--- src/rtl/bist_pkg.sv ---
package bist_pkg;
  localparam int unsigned SIG_W = 16;
  localparam int unsigned STAT_MATCH_BIT = 12;
  localparam int unsigned STAT_PHASE_BIT = 4;

  typedef enum logic [1:0] {
    ADR_CTRL = 2'd0,
    ADR_SIG  = 2'd1,
    ADR_STAT = 2'd2,
    ADR_NONE = 2'd3
  } reg_addr_e;

  // shift with feedback x^16+x^14+x^13+x^11+1
  function automatic logic [SIG_W-1:0] shift_fb(input logic [SIG_W-1:0] s);
    return {s[SIG_W-2:0], s[15] ^ s[13] ^ s[12] ^ s[10]};
  endfunction
endpackage

--- src/rtl/bist_pn_gen.sv ---
module bist_pn_gen
  import bist_pkg::*;
#(
  parameter int unsigned DATA_W = 24,
  parameter logic [SIG_W-1:0] SEED = 16'hACE1
) (
  input  logic              clk_i,
  input  logic              rst_ni,
  input  logic              seed_i,
  input  logic              run_i,
  input  logic [DATA_W-1:0] user_data_i,
  output logic [DATA_W-1:0] dp_data_o
);
  logic [SIG_W-1:0]  lfsr_q;
  logic [DATA_W-1:0] pn_word;

  always_ff @(posedge clk_i or negedge rst_ni) begin
    if (!rst_ni)     lfsr_q <= SEED;
    else if (seed_i) lfsr_q <= SEED;
    else if (run_i)  lfsr_q <= shift_fb(lfsr_q);
  end

  generate
    if (DATA_W <= SIG_W) begin : g_trunc
      assign pn_word = lfsr_q[DATA_W-1:0];
    end else begin : g_pad
      assign pn_word = {{(DATA_W-SIG_W){1'b0}}, lfsr_q};
    end
  endgenerate

  assign dp_data_o = run_i ? pn_word : user_data_i;

  AST_PN_NONZERO: assert property (@(posedge clk_i) disable iff (!rst_ni)
    run_i |-> lfsr_q != '0);
  AST_PN_STEP: assert property (@(posedge clk_i) disable iff (!rst_ni)
    (run_i && !seed_i) |=> lfsr_q == shift_fb($past(lfsr_q)));
endmodule

--- src/rtl/bist_misr.sv ---
module bist_misr
  import bist_pkg::*;
#(
  parameter int unsigned DATA_W = 24
) (
  input  logic              clk_i,
  input  logic              rst_ni,
  input  logic              clr_i,
  input  logic              en_i,
  input  logic [DATA_W-1:0] tap_i,
  output logic [SIG_W-1:0]  sig_o
);
  logic [SIG_W-1:0] folded;

  always_comb begin
    folded = '0;
    for (int i = 0; i < DATA_W; i++) folded[i % SIG_W] ^= tap_i[i];
  end

  always_ff @(posedge clk_i or negedge rst_ni) begin
    if (!rst_ni)    sig_o <= '0;
    else if (clr_i) sig_o <= '0;
    else if (en_i)  sig_o <= shift_fb(sig_o) ^ folded;
  end

  AST_SIG_HOLD: assert property (@(posedge clk_i) disable iff (!rst_ni)
    (!en_i && !clr_i) |=> $stable(sig_o));
  AST_SIG_CLR: assert property (@(posedge clk_i) disable iff (!rst_ni)
    clr_i |=> sig_o == '0);
endmodule

--- src/rtl/bist_seq.sv ---
module bist_seq #(
  parameter int unsigned PHASE_LEN = 4096
) (
  input  logic clk_i,
  input  logic rst_ni,
  input  logic start_i,
  input  logic valid_i,
  output logic busy_o,
  output logic seed_o,
  output logic clr_sig_o,
  output logic count_o,
  output logic phase2_o,
  output logic complete_o
);
  localparam int unsigned CNT_W = (PHASE_LEN > 2) ? $clog2(PHASE_LEN) : 1;
  localparam logic [CNT_W-1:0] LAST = CNT_W'(PHASE_LEN - 1);

  logic [CNT_W-1:0] cnt_q;
  logic busy_q, phase2_q, done_q, go;

  assign go         = start_i && !busy_q;
  assign seed_o     = go;
  assign clr_sig_o  = go && !phase2_q;
  assign count_o    = busy_q && valid_i;
  assign busy_o     = busy_q;
  assign phase2_o   = phase2_q;
  assign complete_o = done_q;

  always_ff @(posedge clk_i or negedge rst_ni) begin
    if (!rst_ni) begin
      busy_q   <= 1'b0;
      cnt_q    <= '0;
      phase2_q <= 1'b0;
      done_q   <= 1'b0;
    end else if (go) begin
      busy_q <= 1'b1;
      cnt_q  <= '0;
      if (!phase2_q) done_q <= 1'b0;
    end else if (count_o) begin
      if (cnt_q == LAST) begin
        busy_q   <= 1'b0;
        phase2_q <= ~phase2_q;
        if (phase2_q) done_q <= 1'b1;
      end else begin
        cnt_q <= cnt_q + 1'b1;
      end
    end
  end

  AST_CNT_BOUND: assert property (@(posedge clk_i) disable iff (!rst_ni)
    busy_q |-> cnt_q <= LAST);
  AST_END_ON_SAMPLE: assert property (@(posedge clk_i) disable iff (!rst_ni)
    $fell(busy_q) |-> $past(valid_i));
  AST_NO_RESTART: assert property (@(posedge clk_i) disable iff (!rst_ni)
    (busy_q && !valid_i) |=> busy_q && $stable(cnt_q));
  AST_DONE_ONLY_IDLE: assert property (@(posedge clk_i) disable iff (!rst_ni)
    done_q |-> !phase2_q);
endmodule

--- src/rtl/bist_sig_ctrl.sv ---
module bist_sig_ctrl
  import bist_pkg::*;
#(
  parameter int unsigned DATA_W    = 24,
  parameter int unsigned PHASE_LEN = 4096,
  parameter logic [15:0] SEED      = 16'hACE1
) (
  input  logic              clk_i,
  input  logic              rst_ni,
  input  logic              reg_we_i,
  input  logic [1:0]        reg_addr_i,
  input  logic [31:0]       reg_wdata_i,
  output logic [31:0]       reg_rdata_o,
  input  logic [DATA_W-1:0] user_data_i,
  output logic [DATA_W-1:0] dp_data_o,
  output logic              in_sel_o,
  input  logic [DATA_W-1:0] tap_data_i,
  input  logic              tap_valid_i
);
  logic busy, seed, clr_sig, count, phase2, complete, start, match;
  logic [SIG_W-1:0] sig, exp_q;
  reg_addr_e addr;

  assign addr  = reg_addr_e'(reg_addr_i);
  assign start = reg_we_i && (addr == ADR_CTRL) && reg_wdata_i[0];

  bist_seq #(.PHASE_LEN(PHASE_LEN)) u_seq (
    .clk_i, .rst_ni, .start_i(start), .valid_i(tap_valid_i),
    .busy_o(busy), .seed_o(seed), .clr_sig_o(clr_sig), .count_o(count),
    .phase2_o(phase2), .complete_o(complete)
  );

  bist_pn_gen #(.DATA_W(DATA_W), .SEED(SEED)) u_pn (
    .clk_i, .rst_ni, .seed_i(seed), .run_i(busy),
    .user_data_i, .dp_data_o
  );

  bist_misr #(.DATA_W(DATA_W)) u_misr (
    .clk_i, .rst_ni, .clr_i(clr_sig), .en_i(count),
    .tap_i(tap_data_i), .sig_o(sig)
  );

  always_ff @(posedge clk_i or negedge rst_ni) begin
    if (!rst_ni) exp_q <= '0;
    else if (reg_we_i && addr == ADR_SIG) exp_q <= reg_wdata_i[SIG_W-1:0];
  end

  assign match    = complete && (sig == exp_q);
  assign in_sel_o = busy;

  always_comb begin
    reg_rdata_o = '0;
    case (addr)
      ADR_CTRL: reg_rdata_o[0] = busy;
      ADR_SIG:  reg_rdata_o    = {sig, exp_q};
      ADR_STAT: begin
        reg_rdata_o[STAT_MATCH_BIT] = match;
        reg_rdata_o[STAT_PHASE_BIT] = phase2;
      end
      default:  reg_rdata_o = '0;
    endcase
  end

  AST_EXP_HOLD: assert property (@(posedge clk_i) disable iff (!rst_ni)
    !(reg_we_i && addr == ADR_SIG) |=> $stable(exp_q));
  AST_SEL_PASS: assert property (@(posedge clk_i) disable iff (!rst_ni)
    !in_sel_o |-> dp_data_o == user_data_i);
endmodule

--- config.mk ---
export PLATFORM = sky130hd
export DESIGN_NAME = bist_sig_ctrl
export DESIGN_NICKNAME = d
export VERILOG_FILES = /design/src/rtl/bist_pkg.sv /design/src/rtl/bist_pn_gen.sv /design/src/rtl/bist_misr.sv /design/src/rtl/bist_seq.sv /design/src/rtl/bist_sig_ctrl.sv
export SDC_FILE = /design/constraint.sdc
export NUM_CORES = 1
export LEC_CHECK = 0
export ABC_AREA = 1
export BUFFER_PORTS_ARGS = -buffer_cell sky130_fd_sc_hd__buf_2
export CAP_MARGIN = 30
export CORE_MARGIN = 5
export CORE_UTILIZATION = 50
export DETAILED_ROUTE_END_ITERATION = 16
export GPL_TIMING_DRIVEN = 0
export HOLD_SLACK_MARGIN = 0.1
export PLACE_DENSITY = 0.86
export SLEW_MARGIN = 10
export SYNTH_ARGS = -nofsm -noshare
export SYNTH_HDL_FRONTEND = slang
export SYNTH_SLANG_ARGS = --single-unit
--- constraint.sdc ---
create_clock -name clk_i -period 2.5 [get_ports clk_i]
set_input_delay 0.5 -clock clk_i [delete_from_list [all_inputs] [get_ports clk_i]]
set_output_delay 0.5 -clock clk_i [all_outputs]
set_load 0.05 [all_outputs]
### Yosys cells after proc, flatten, opt, wreduce, memory -nomap -nowiden

Cells that the tools add are included.

* flip-flop bits (word level): 63
* latch bits: 0
* RAM bits: 0
* memory bits (read-only): 0
* input bits: 86
* output and inout bits: 57
* logic and storage cells: 72
* memories kept: 0

* add/sub/neg operators: 1
* $mul: 0
* div/mod/pow operators: 0
* magnitude comparators: 0
* equal/unequal tests: 6
* shift-type cells: 0
* multiplexer cells: 22
* bitwise operators: 17
* reduce and logical (&&, ||, !) cells: 19

Operators with widths (count)
* $mux W16: 4
* $mux W12: 3
* $mux W24: 1
* $mux W19: 1
* $eq A16 B16 Y1: 1
* $xor A16 B16 Y16: 1
* $xor A1 B1 Y1: 14
* $add A12 B1 Y12 const B: 1
* $eq A12 B12 Y1 const B: 1
* $reduce_bool A2 Y1: 5
* $mux W1: 8
* $logic_and A1 B1 Y1: 7
* $mux W7: 1
* $pmux W1 S2: 3
* $reduce_and A2 Y1: 2
* $reduce_and A4 Y1: 1
* $mux W3: 1
* $reduce_and A3 Y1: 1
* $eq A2 B1 Y1 const B: 1
* $eq A2 B2 Y1 const B: 1
* $logic_not A1 Y1: 2
* $logic_not A2 Y1: 1
* $ne A2 B1 Y1 const B: 1
* $ne A2 B2 Y1 const B: 1
* $not A1 Y1: 2

### Depth between registers and ports, before layout

Gate-level depths: netlist of the first run.

* depth after elaboration: 6
* depth in mapped cells: 10
* gate-level depth less buffers: 9

### Cells and area by module

Synthesis of the first run repeated with hierarchy kept, for this count alone.

* cell total of the unflattened synthesis: 567
* area total of the unflattened synthesis: 4112.7 um^2

By module, submodules not included
* bist_sig_ctrl: instances 1, cells each 192, area an instance 1214.9 um^2
* bist_pn_gen: instances 1, cells each 137, area an instance 987.2 um^2
* bist_misr: instances 1, cells each 110, area an instance 975.9 um^2
* bist_seq: instances 1, cells each 128, area an instance 934.6 um^2

### Worst setup path before layout of the first run

OpenSTA, ideal clock, no wires.

* path type: reg2out
* start point: reg u_seq.busy_q (netlist: u_seq.busy_o)
* end point: out dp_data_o[10]
* arrival: 2161 ps
* setup slack: -161 ps
* cell stages (with the launch flop): 4
* path buffers: 1
* cells stage by stage: dfrtp_1 > inv_1 > clkbuf_1 > o21ai_0

* word-level cells in the longest chain between the ends: 1

Ends and longest elaborated chain
* from (decl): RTL line bist_seq.sv:19 `logic busy_q, phase2_q, done_q, go;`
* from (signal assigned): RTL line bist_seq.sv:31 `busy_q <= 1'b0;`
* from (signal assigned): RTL line bist_seq.sv:36 `busy_q <= 1'b1;`
* from (signal assigned): RTL line bist_seq.sv:41 `busy_q <= 1'b0;`
* $mux W24: RTL line bist_pn_gen.sv:31 `assign dp_data_o = run_i ? pn_word : user_data_i;`
* to (decl): RTL line bist_sig_ctrl.sv:15 `output logic [DATA_W-1:0] dp_data_o,`

Every way passes these cells.

### Final worst setup path of the first run

* start point: reg u_seq.busy_q (netlist: u_seq.busy_o)
* end point: out dp_data_o[11]

Same word-level chain as after synthesis.

==> results of run 1 <==
[cells by family (layout without fill, tap and decap cells)]
family                   Yosys count  after routing  share of synthesized area, %
XOR/XNOR                          33             33                          7.59
flip-flops                        63             63                          41.7
multiplexers                       7              7                          2.07
AND/OR/NAND/NOR                  233            233                          26.0
adder cells (fa/ha/maj)            4              4                          1.31
AO/OA/AOI/OAI                     62             62                          10.1
buffers and inverters            108            250                          11.3
[layout make-up]
cell class | count | area (sq um) | share of cell area, %
repair buffers | 126 | 636 | 13.4
clock buffers | 12 | 145 | 3.05
well taps | 99 | 124 | 2.60
flip-flops and latches | 63 | 1590 | 33.3
multi-input cells | 339 | 1790 | 37.6
clock inverters | 4 | 45.0 | 0.946
inverters | 91 | 349 | 7.33
plain buffers | 17 | 83.8 | 1.76
[worst paths after layout]
kind	depth (start not counted)	slack (ns)	endpoint	from
max	6	0.17	dp_data_o[11]	u_seq.busy_o
max reg2reg	9	0.94	u_seq.cnt_q[8]	u_seq.cnt_q[1]
max in group asynchronous	1	1.74	u_misr.sig_o[9]	rst_ni
min reg2reg	2	0.50	u_pn.lfsr_q[4]	u_pn.lfsr_q[4]
min in group clk_i	2	0.39	exp_q[7]	reg_wdata_i[7]
min	1	0.22	u_seq.cnt_q[7]	rst_ni
[through the flow]
| stage | setup slack (ns) | cells | utilization, % | setup TNS (ns) | hold slack, ns |
|---|---|---|---|---|---|
| CTS | 0.0453 | 751 | 64.9 | 0 | 0.265 |
| floorplan | -0.161 | 510 | - | -1.29 | 0.204 |
| global placement | 0.0912 | 735 | 62.2 | 0 | 0.471 |
| detailed placement | 0.0422 | 735 | 62.3 | 0 | 0.482 |
| global route | 0.00729 | 751 | 64.9 | 0 | 0.316 |
| finish | 0.172 | 751 | 64.9 | 0 | 0.223 |
[routing by layer]
layer / vias up / wire length [microns]
met1: 1722 / 4220
li1: 1832 / -
met5: - / 0
met2: 157 / 4920
met4: 0 / 146
met3: 12 / 899
[synth_stat cells]
master    instances
buf_2             8
ha_1              4
nor2_2            5
nor3_1            4
o21bai_1          1
dfrtp_1          55
nand2_2           3
o21ai_0          27
nand2_4           2
nor2_1           36
inv_2             4
buf_6             1
nand3_1          11
nand2_1         157
a21oi_1          14
o21ai_2           6
nor2_4            2
o211ai_1          5
clkbuf_1          8
o22ai_2           4
xnor2_1          21
inv_4             1
nand3_2           2
clkinv_4          1
nand4_1          10
o21ai_1           1
mux2_2            7
o22ai_1           4
inv_1            85
dfstp_2           8
xor2_1           12
nand4_2           1
[cells in the final DEF, fill, tap and decap left out, types with 5 or more instances in the layout]
cell      count
nand2_1     157
buf_2       132
inv_1        85
dfrtp_1      55
nor2_1       36
o21ai_0      25
xnor2_1      21
a21oi_1      14
xor2_1       12
nand3_1      11
nand4_1      10
clkbuf_8     10
clkbuf_1      8
dfstp_2       8
mux2_2        7
o21ai_2       6
nor2_2        5
o211ai_1      5
[flip-flops by register name (all words and copies together), names as in the netlist]
name / flops
exp_q: 16
u_pn.lfsr_q: 16
u_seq.busy_o: 1
u_seq.cnt_q: 12
u_seq.phase2_o: 1
u_seq.complete_o: 1
u_misr.sig_o: 16
[timing repair]
item / CTS / global route
hold buffers: 0 / 0
endpoints found under the setup margin: 0 / 8
gates resized for setup: 0 / 6
[power breakdown]
group	switching [W]	internal [W]
logic	0.000614	0.000367
registers	0.000171	0.00119
clock network	0.000391	0.000483
total	0.00118	0.00204
==> results_dict.tcl, run 1 <==
set metrics [dict create \
    routed_wl_microns 10200 \
    ir_worst_vdd_mv 0.488 \
    final.min_clock_period_ns 2.33 \
    rsz0062_at_grt "no" \
    netlist_instances 510 \
    grtUsageTotal_pct 22.0 \
    worst-path-buf-inv 4 \
    status "finished clean" \
    synth_largest_area_cell "dfrtp_1" \
    power_density_nw_per_um2 675 \
    place.gp.congestion 0.881 \
    synth_top_area_share_pct 36.1 \
    synthesis.yosys.warnings 0 \
    fin_crit_sh_pct 93.1 \
    synth_nets 600 \
    area_growth_pct 25.0 \
    finish.instance_area_sq_um 4760 \
    drt_iter0_drc 137 \
    drt_pass1_iterations 4 \
    ant_nets 0 \
    worstSkewPairLatency_ns 0.35 \
    antenna_cells 0 \
    dp_hpwl_microns 7730 \
    core_sq_um 7330 \
    busiest_layer "met2" \
    n_fill_cell 632 \
    ys_seq_area_share_pct 41.7 \
    max_stage_delay_ns 0.48 \
    vias 3723 \
    syn_area_sq_um 3810 \
    finalPower_w 0.00321 \
    worst_path_max_delay_cell "dfrtp_1" \
    tightestPinTransition_ns 0.786 \
    grt_pass1_wl_microns 17100 \
    hold_path_class "primary input to async pin" \
    hold_viol_final 0 \
    cpLargestDelayFamily "buffers and inverters" \
    critPathKind "flop to primary output" \
    clkTransAtPathRegs_ns 0.07 \
    dpl-instance-area_sq_um 4560 \
    start_util_pct 51.9 \
    grt_overflow 0 \
    grt_pass1_vias 3731 \
    start_kind "flop" \
    io_pins 143 \
    post_cts_buffers 0 \
    routedWlPerCell_microns 13.6 \
    drcViolationCount 0 \
    maxSlewViolCount 0 \
    grt_use_met2_pct 37.3 \
    cp_cell_sequence "inv_1 > buf_2 > buf_2 > nand2_1 > o21ai_0 > buf_2" \
    drive_gt1_share_pct 30.2 \
    syn_avg_cell_area_sq_um 7.47 \
    cp.required_ns 2.00 \
    die_w_microns 97.3 \
    port_buffers 126 \
    skew_ns 0.00838 \
    num_rows 31 \
    max_freq_mhz 430 \
    worst_ep_arrival_time_ns 1.83 \
    slew_headroom_pct 47.6 \
    htreeDepth 3 \
    clock_path_buffers 2 \
    dieArea_sq_um 9460 \
    die_y_microns 97.3 \
    synth_cell_type_count 32 \
    grt_max_degree 64 \
    ys_seq_elements 63 \
    antenna_found_initial 0 \
    tritoncts "done" \
    endpoint_kind "primary output" \
    yosys-top-cells-area "dfrtp_1 36%, nand2_1 15%, inv_1 8.4%, dfstp_2 5.5%, xnor2_1 4.8%" \
    setup_viol 0 \
    power.leakage_nw 2.74 \
    grtUsageMet1_pct 26.7 \
    gr-usage-met3_pct 6.39 \
    crit_fanout 10 \
    drv_cap 0 \
    cts.sinks 63 \
    crit_path_frequent_cell "buf_2" \
    root_buffer "clkbuf_8" \
    cts_made_buffers 9 \
    vias_per_cell 4.96 \
    nNetsFinal 737 \
]
No activity file was read; power rests on OpenSTA's default activity.
==> inputs of run 2 (changes only) <==
--- a/config.mk
+++ b/config.mk
@@ -9,11 +9,11 @@
 export BUFFER_PORTS_ARGS = -buffer_cell sky130_fd_sc_hd__buf_2
 export CAP_MARGIN = 30
 export CORE_MARGIN = 5
-export CORE_UTILIZATION = 50
+export CORE_UTILIZATION = 45
 export DETAILED_ROUTE_END_ITERATION = 16
 export GPL_TIMING_DRIVEN = 0
 export HOLD_SLACK_MARGIN = 0.1
-export PLACE_DENSITY = 0.86
+export PLACE_DENSITY = 0.82
 export SLEW_MARGIN = 10
 export SYNTH_ARGS = -nofsm -noshare
 export SYNTH_HDL_FRONTEND = slang
==> constraint.sdc (replaced) <==
create_clock -name clk_i -period 1.9 [get_ports clk_i]
set_input_delay 0.38 -clock clk_i [delete_from_list [all_inputs] [get_ports clk_i]]
set_output_delay 0.38 -clock clk_i [all_outputs]
set_load 0.05 [all_outputs]
==> run 2 against run 1 <==
Effect of this change:
- the flow now finishes with violations (setup timing)
- clock skew grew 0.00071 ns
- via count grew 2.8%
- sequential share of layout area shrank 2.5 points
- worst hold slack lost 0.098 ns
- critical path depth grew 3
- critical path type unchanged
- highest routed layer unchanged
==> results_dict.tcl, run 2 (synthesis gave the netlist of run 1 again) <==
set metrics [dict create \
    cts.sinks 63 \
    ant_nets 0 \
    clkTransAtPathRegs_ns 0.07 \
    place.gp.congestion 0.915 \
    nNetsFinal 758 \
    grtUsageTotal_pct 21.2 \
    maxSlewViolCount 0 \
    cts_made_buffers 9 \
    cp.required_ns 1.52 \
    grt_pass1_vias 3947 \
    combPwrFrac_pct 34.1 \
    grt_max_degree 64 \
    dp_hpwl_microns 7800 \
    setup_ws_ns -0.223 \
    final_core_util_pct 62.8 \
    worst_ep_arrival_time_ns 1.74 \
    hold_viol_final 0 \
    worstSkewPairLatency_ns 0.34 \
    htreeDepth 3 \
    final_common_cell "nand2_1" \
    p_seq_share_pct 39.3 \
    routedWlPerCell_microns 14.0 \
    setup_viol 1 \
    drt_iter0_drc 115 \
    ir_worst_vdd_mv 0.594 \
    postCtsHoldBufs 0 \
    core_sq_um 8220 \
    violations "setup timing" \
    hold_path_class "primary input to async pin" \
    tritoncts "done" \
    vias_per_cell 4.92 \
    grt_overflow 0 \
    antenna_found_initial 0 \
    num_rows 33 \
    drt_pass1_iterations 4 \
    area_growth_pct 35.6 \
    tightestPinTransition_ns 0.802 \
    grt_pass1_wl_microns 17600 \
    slew_headroom_pct 46.6 \
    fin_crit_sh_pct 112 \
    final_cell_mix "156 x nand2_1, 93 x buf_2, 74 x inv_1" \
    clock_path_buffers 2 \
    routed_wl_microns 10900 \
    rsz0062_at_grt "yes" \
    pre_cts_slack_ns -0.374 \
    crit_fanout 3 \
    swShare_pct 36.4 \
    status "finished with violations" \
    die_w_microns 102 \
    dieArea_sq_um 10400 \
    start_util_pct 46.3 \
    port_buffers 126 \
    root_buffer "clkbuf_8" \
    start_kind "flop" \
    power.leakage_nw 2.89 \
    vias 3827 \
    drive_gt1_share_pct 37.3 \
    reg_top3 "exp_q x16, u_misr.sig_o x16, u_pn.lfsr_q x16" \
    drcViolationCount 0 \
    skew_ns 0.00909 \
    internal-power_w 0.00290 \
    max_freq_mhz 471 \
    antenna_cells 0 \
    final.min_clock_period_ns 2.12 \
    endpoint_kind "primary output" \
    power_density_nw_per_um2 883 \
    critPathKind "flop to primary output" \
    io_pins 143 \
    drv_cap 0 \
    p_clk_share_pct 26.6 \
    p_sw_w 0.00166 \
    n_fill_cell 673 \
    die_y_microns 102 \
]
## run 2: changes by cell type in the layout (fill, tap and decap cells not counted), moves of 11 or more
cell,delta
inv_2,+11
clkbuf_4,+15
buf_4,+39
inv_1,-11
buf_2,-39
buf_6,+13
## run 2: what timing repair did
item / 4_1_cts / 5_1_grt
gates resized for setup: 51 / 36
pin swaps: 3 / 7
endpoints found under the setup margin: 47 / 50
buffers inserted: 18 / 6
## run 2: path summary, 6_finish.rpt
check | end | cells after the start | slack [ns] | from
min in group clk_i | exp_q[10] | 2 | 0.26 | reg_wdata_i[10]
min reg2reg | u_pn.lfsr_q[9] | 2 | 0.50 | u_pn.lfsr_q[9]
max | reg_rdata_o[12] | 9 | -0.22 | u_misr.sig_o[2]
max reg2reg | u_misr.sig_o[6] | 8 | 0.23 | u_seq.busy_o
min | u_pn.lfsr_q[3] | 1 | 0.13 | rst_ni
max in group asynchronous | u_misr.sig_o[0] | 1 | 1.19 | rst_ni
## run 2: layout make-up
class / instances / area, sq um / area share, %
Multi-Input combinational cell: 339 / 1840 / 35.7
Clock inverter: 3 / 42.5 / 0.824
Inverter: 91 / 349 / 6.76
Sequential cell: 63 / 1590 / 30.8
Tap cell: 105 / 131 / 2.54
Timing Repair Buffer: 150 / 936 / 18.1
Buffer: 14 / 113 / 2.18
Clock buffer: 13 / 159 / 3.08
## run 2: power groups by stage
stage               Clock (W)  Sequential, W  Combinational, W
floorplan                   0        0.00175          0.000985
global route          0.00127        0.00182           0.00171
finish                0.00121        0.00179           0.00156
global placement            0        0.00180           0.00125
detailed placement          0        0.00181           0.00128
CTS                   0.00121        0.00178           0.00149
## run 2: routing by layer
metal | track usage, % | part of all wire, % | wire length [microns]
met1 | 25.2 | 40 | 4340
met2 | 38.2 | 52 | 5720
met3 | 3.82 | 6.8 | 745
met4 | 7.87 | 1.1 | 121
met5 | 0 | 0 | 0
## run 2: critical path, stage by stage, from the launching register on
cell and delay [ns]:
dfrtp_1 0.39, inv_2 0.06, nand2_1 0.05, nand2_1 0.05
nor2_1 0.10, nand3_1 0.14, nor2_1 0.15, nand2_1 0.08
a21oi_2 0.19, buf_6 0.18
## run 2: per-stage QoR
stage	instances	hold WS, ns	area, sq um	setup TNS [ns]	power, W
2_1_floorplan	510	0.0844	3860	0	0.00273
3_3_place_gp	741	0.471	4620	-6.06	0.00304
3_5_place_dp	741	0.481	4620	-7.24	0.00309
4_1_cts	773	0.153	5060	-0.124	0.00448
5_1_grt	778	0.186	5160	-0.383	0.00481
6_report	778	0.125	5160	-0.223	0.00456
==> inputs of run 3 (changes only) <==
--- a/config.mk
+++ b/config.mk
@@ -8,12 +8,14 @@
 export ABC_AREA = 1
 export BUFFER_PORTS_ARGS = -buffer_cell sky130_fd_sc_hd__buf_2
 export CAP_MARGIN = 30
+export CELL_PAD_IN_SITES_DETAIL_PLACEMENT = 1
+export CELL_PAD_IN_SITES_GLOBAL_PLACEMENT = 1
 export CORE_MARGIN = 5
-export CORE_UTILIZATION = 45
+export CORE_UTILIZATION = 31
 export DETAILED_ROUTE_END_ITERATION = 16
 export GPL_TIMING_DRIVEN = 0
 export HOLD_SLACK_MARGIN = 0.1
-export PLACE_DENSITY = 0.82
+export PLACE_DENSITY = 0.81
 export SLEW_MARGIN = 10
 export SYNTH_ARGS = -nofsm -noshare
 export SYNTH_HDL_FRONTEND = slang
==> run 3 against run 2 <==
Effect of this change:
- the run still ends with setup timing left
- maximum frequency is 3.0% higher
- routed wire length is 16% higher
- die area is 40% higher
- clock skew is 0.0040 ns lower
- power is 9.8% higher
- cell count is 6.4% higher
- first-iteration DRC count is 29% lower
- non-clock buffer count is 8 higher
- sequential power hardly changed
- register-to-register slack worse by 0.14 ns
- critical path depth is 1 lower
- critical path type unchanged
- largest power group unchanged
==> results_dict.tcl, run 3 (synthesis gave the netlist of run 1 again) <==
set metrics [dict create \
    worst_ep_arrival_time_ns 1.68 \
    power.leakage_nw 2.98 \
    antenna_cells 0 \
    clkTransAtPathRegs_ns 0.06 \
    dieArea_sq_um 14600 \
    reg_top3 "exp_q x16, u_misr.sig_o x16, u_pn.lfsr_q x16" \
    dpl-instance-area_sq_um 4690 \
    power_density_nw_per_um2 926 \
    drt_iter0_drc 82 \
    grt_overflow 0 \
    fin_crit_sh_pct 108 \
    setup_viol 1 \
    worstSkewPairLatency_ns 0.34 \
    critPathKind "flop to primary output" \
    tightestPinTransition_ns 0.424 \
    start_kind "flop" \
    routedWlPerCell_microns 15.3 \
    nNetsFinal 766 \
    maxSlewViolCount 0 \
    grt_pass1_wl_microns 20900 \
    area_growth_pct 42.1 \
    start_util_pct 31.7 \
    max_freq_mhz 485 \
    ant_nets 0 \
    hold_path_class "primary input to flop" \
    finish.instance_area_sq_um 5410 \
    status "finished with violations" \
    tritoncts "done" \
    cts.sinks 63 \
    pre_cts_slack_ns -0.394 \
    hold_viol_final 0 \
    die_y_microns 121 \
    drcViolationCount 0 \
    grt_pass1_vias 4348 \
    final_common_cell "nand2_1" \
    vias_per_cell 4.70 \
    routed_wl_microns 12700 \
    dp_hpwl_microns 9570 \
    vias 3893 \
    port_buffers 126 \
    cp.required_ns 1.52 \
    die_w_microns 121 \
    ir_worst_vdd_mv 0.484 \
    antenna_found_initial 0 \
    violations "setup timing" \
    core_sq_um 12000 \
    cts_made_buffers 9 \
    grt_max_degree 34 \
    crit_fanout 4 \
    final.min_clock_period_ns 2.06 \
    place.gp.congestion 0.805 \
    endpoint_kind "primary output" \
    setup_ws_ns -0.161 \
    drv_cap 0 \
    skew_ns 0.00506 \
    root_buffer "clkbuf_16" \
    rsz0062_at_grt "yes" \
    grtUsageTotal_pct 17.9 \
    slew_headroom_pct 71.8 \
    io_pins 143 \
    drive_gt1_share_pct 38.8 \
    num_rows 40 \
    final_cell_mix "153 x nand2_1, 90 x buf_2, 73 x inv_1" \
    drt_pass1_iterations 4 \
    htreeDepth 3 \
    clock_path_buffers 2 \
]
==> run 3: cell types whose count changed in the layout (fill, tap and decap cells not counted), sizes merged <==
cell / delta
clkbuf: +4
dlygate4sd3: +1
clkinv: +3
==> run 3: report_power, final <==
group | total, W | switching [W] | internal, W
clock | 0.00164 | 0.000628 | 0.00101
sequential | 0.00180 | 0.000233 | 0.00157
combinational | 0.00157 | 0.000904 | 0.000665
==> run 3: area by class of cell <==
cell class / count / area (sq um)
Multi-Input combinational cell: 339 / 1850
Timing Repair Buffer: 157 / 1020
Clock inverter: 6 / 61.3
Inverter: 91 / 349
Clock buffer: 10 / 229
Buffer: 15 / 121
Fill cell: 1539 / 6600
Sequential cell: 63 / 1590
Tap cell: 147 / 184
==> run 3: per-layer routing <==
metal  wire [microns]  vias to the layer above  share of wire, %  global-route usage [%]
met1             5290                     1892                42                    20.3
met5                0                        -                 0                       0
met2             6740                       90                53                    33.2
met3              501                       16               3.9                    3.51
li1                 -                     1895                 -                       -
met4              167                        0               1.3                    5.67
==> run 3: stage by stage <==
step	utilization [%]	TNS (ns)	std cells	hold slack (ns)	power, W
floorplan	-	0	510	0.0844	0.00273
global placement	38.9	-7.89	783	0.472	0.00307
detailed placement	39.1	-9.10	784	0.344	0.00315
CTS	44.2	-0.276	826	0.273	0.00501
global route	45.1	-0.292	828	0.280	0.00529
finish	45.1	-0.161	828	0.276	0.00501
==> run 3: timing repair <==
action / CTS / global route
pin swaps: 9 / 4
hold buffers: 1 / 0
setup buffers: 27 / 5
gates resized for setup: 53 / 44
setup endpoints to repair: 49 / 47
hold endpoints to repair: 22 / 0
cloned: 0 / 0
==> run 3: path summary, 6_finish.rpt <==
path	start	end	slack, ns	depth (start not counted)
max in group asynchronous	rst_ni	u_misr.sig_o[12]	0.85	3
worst min-delay path	reg_wdata_i[13]	exp_q[13]	0.28	2
worst max register to register	exp_q[2]	exp_q[2]	0.09	12
worst min register to register	u_pn.lfsr_q[4]	u_pn.lfsr_q[4]	0.50	2
min in group asynchronous	rst_ni	exp_q[2]	0.51	2
worst max-delay path	exp_q[9]	reg_rdata_o[12]	-0.16	8
==> run 3: worst max-delay path: stages (launching register included) <==
cell	delay (ns)
dfrtp_1	0.41
nand2_1	0.07
o21ai_0	0.08
nor2_1	0.14
nand2_1	0.08
nor2_1	0.11
nand2_1	0.08
a21oi_2	0.18
buf_6	0.18
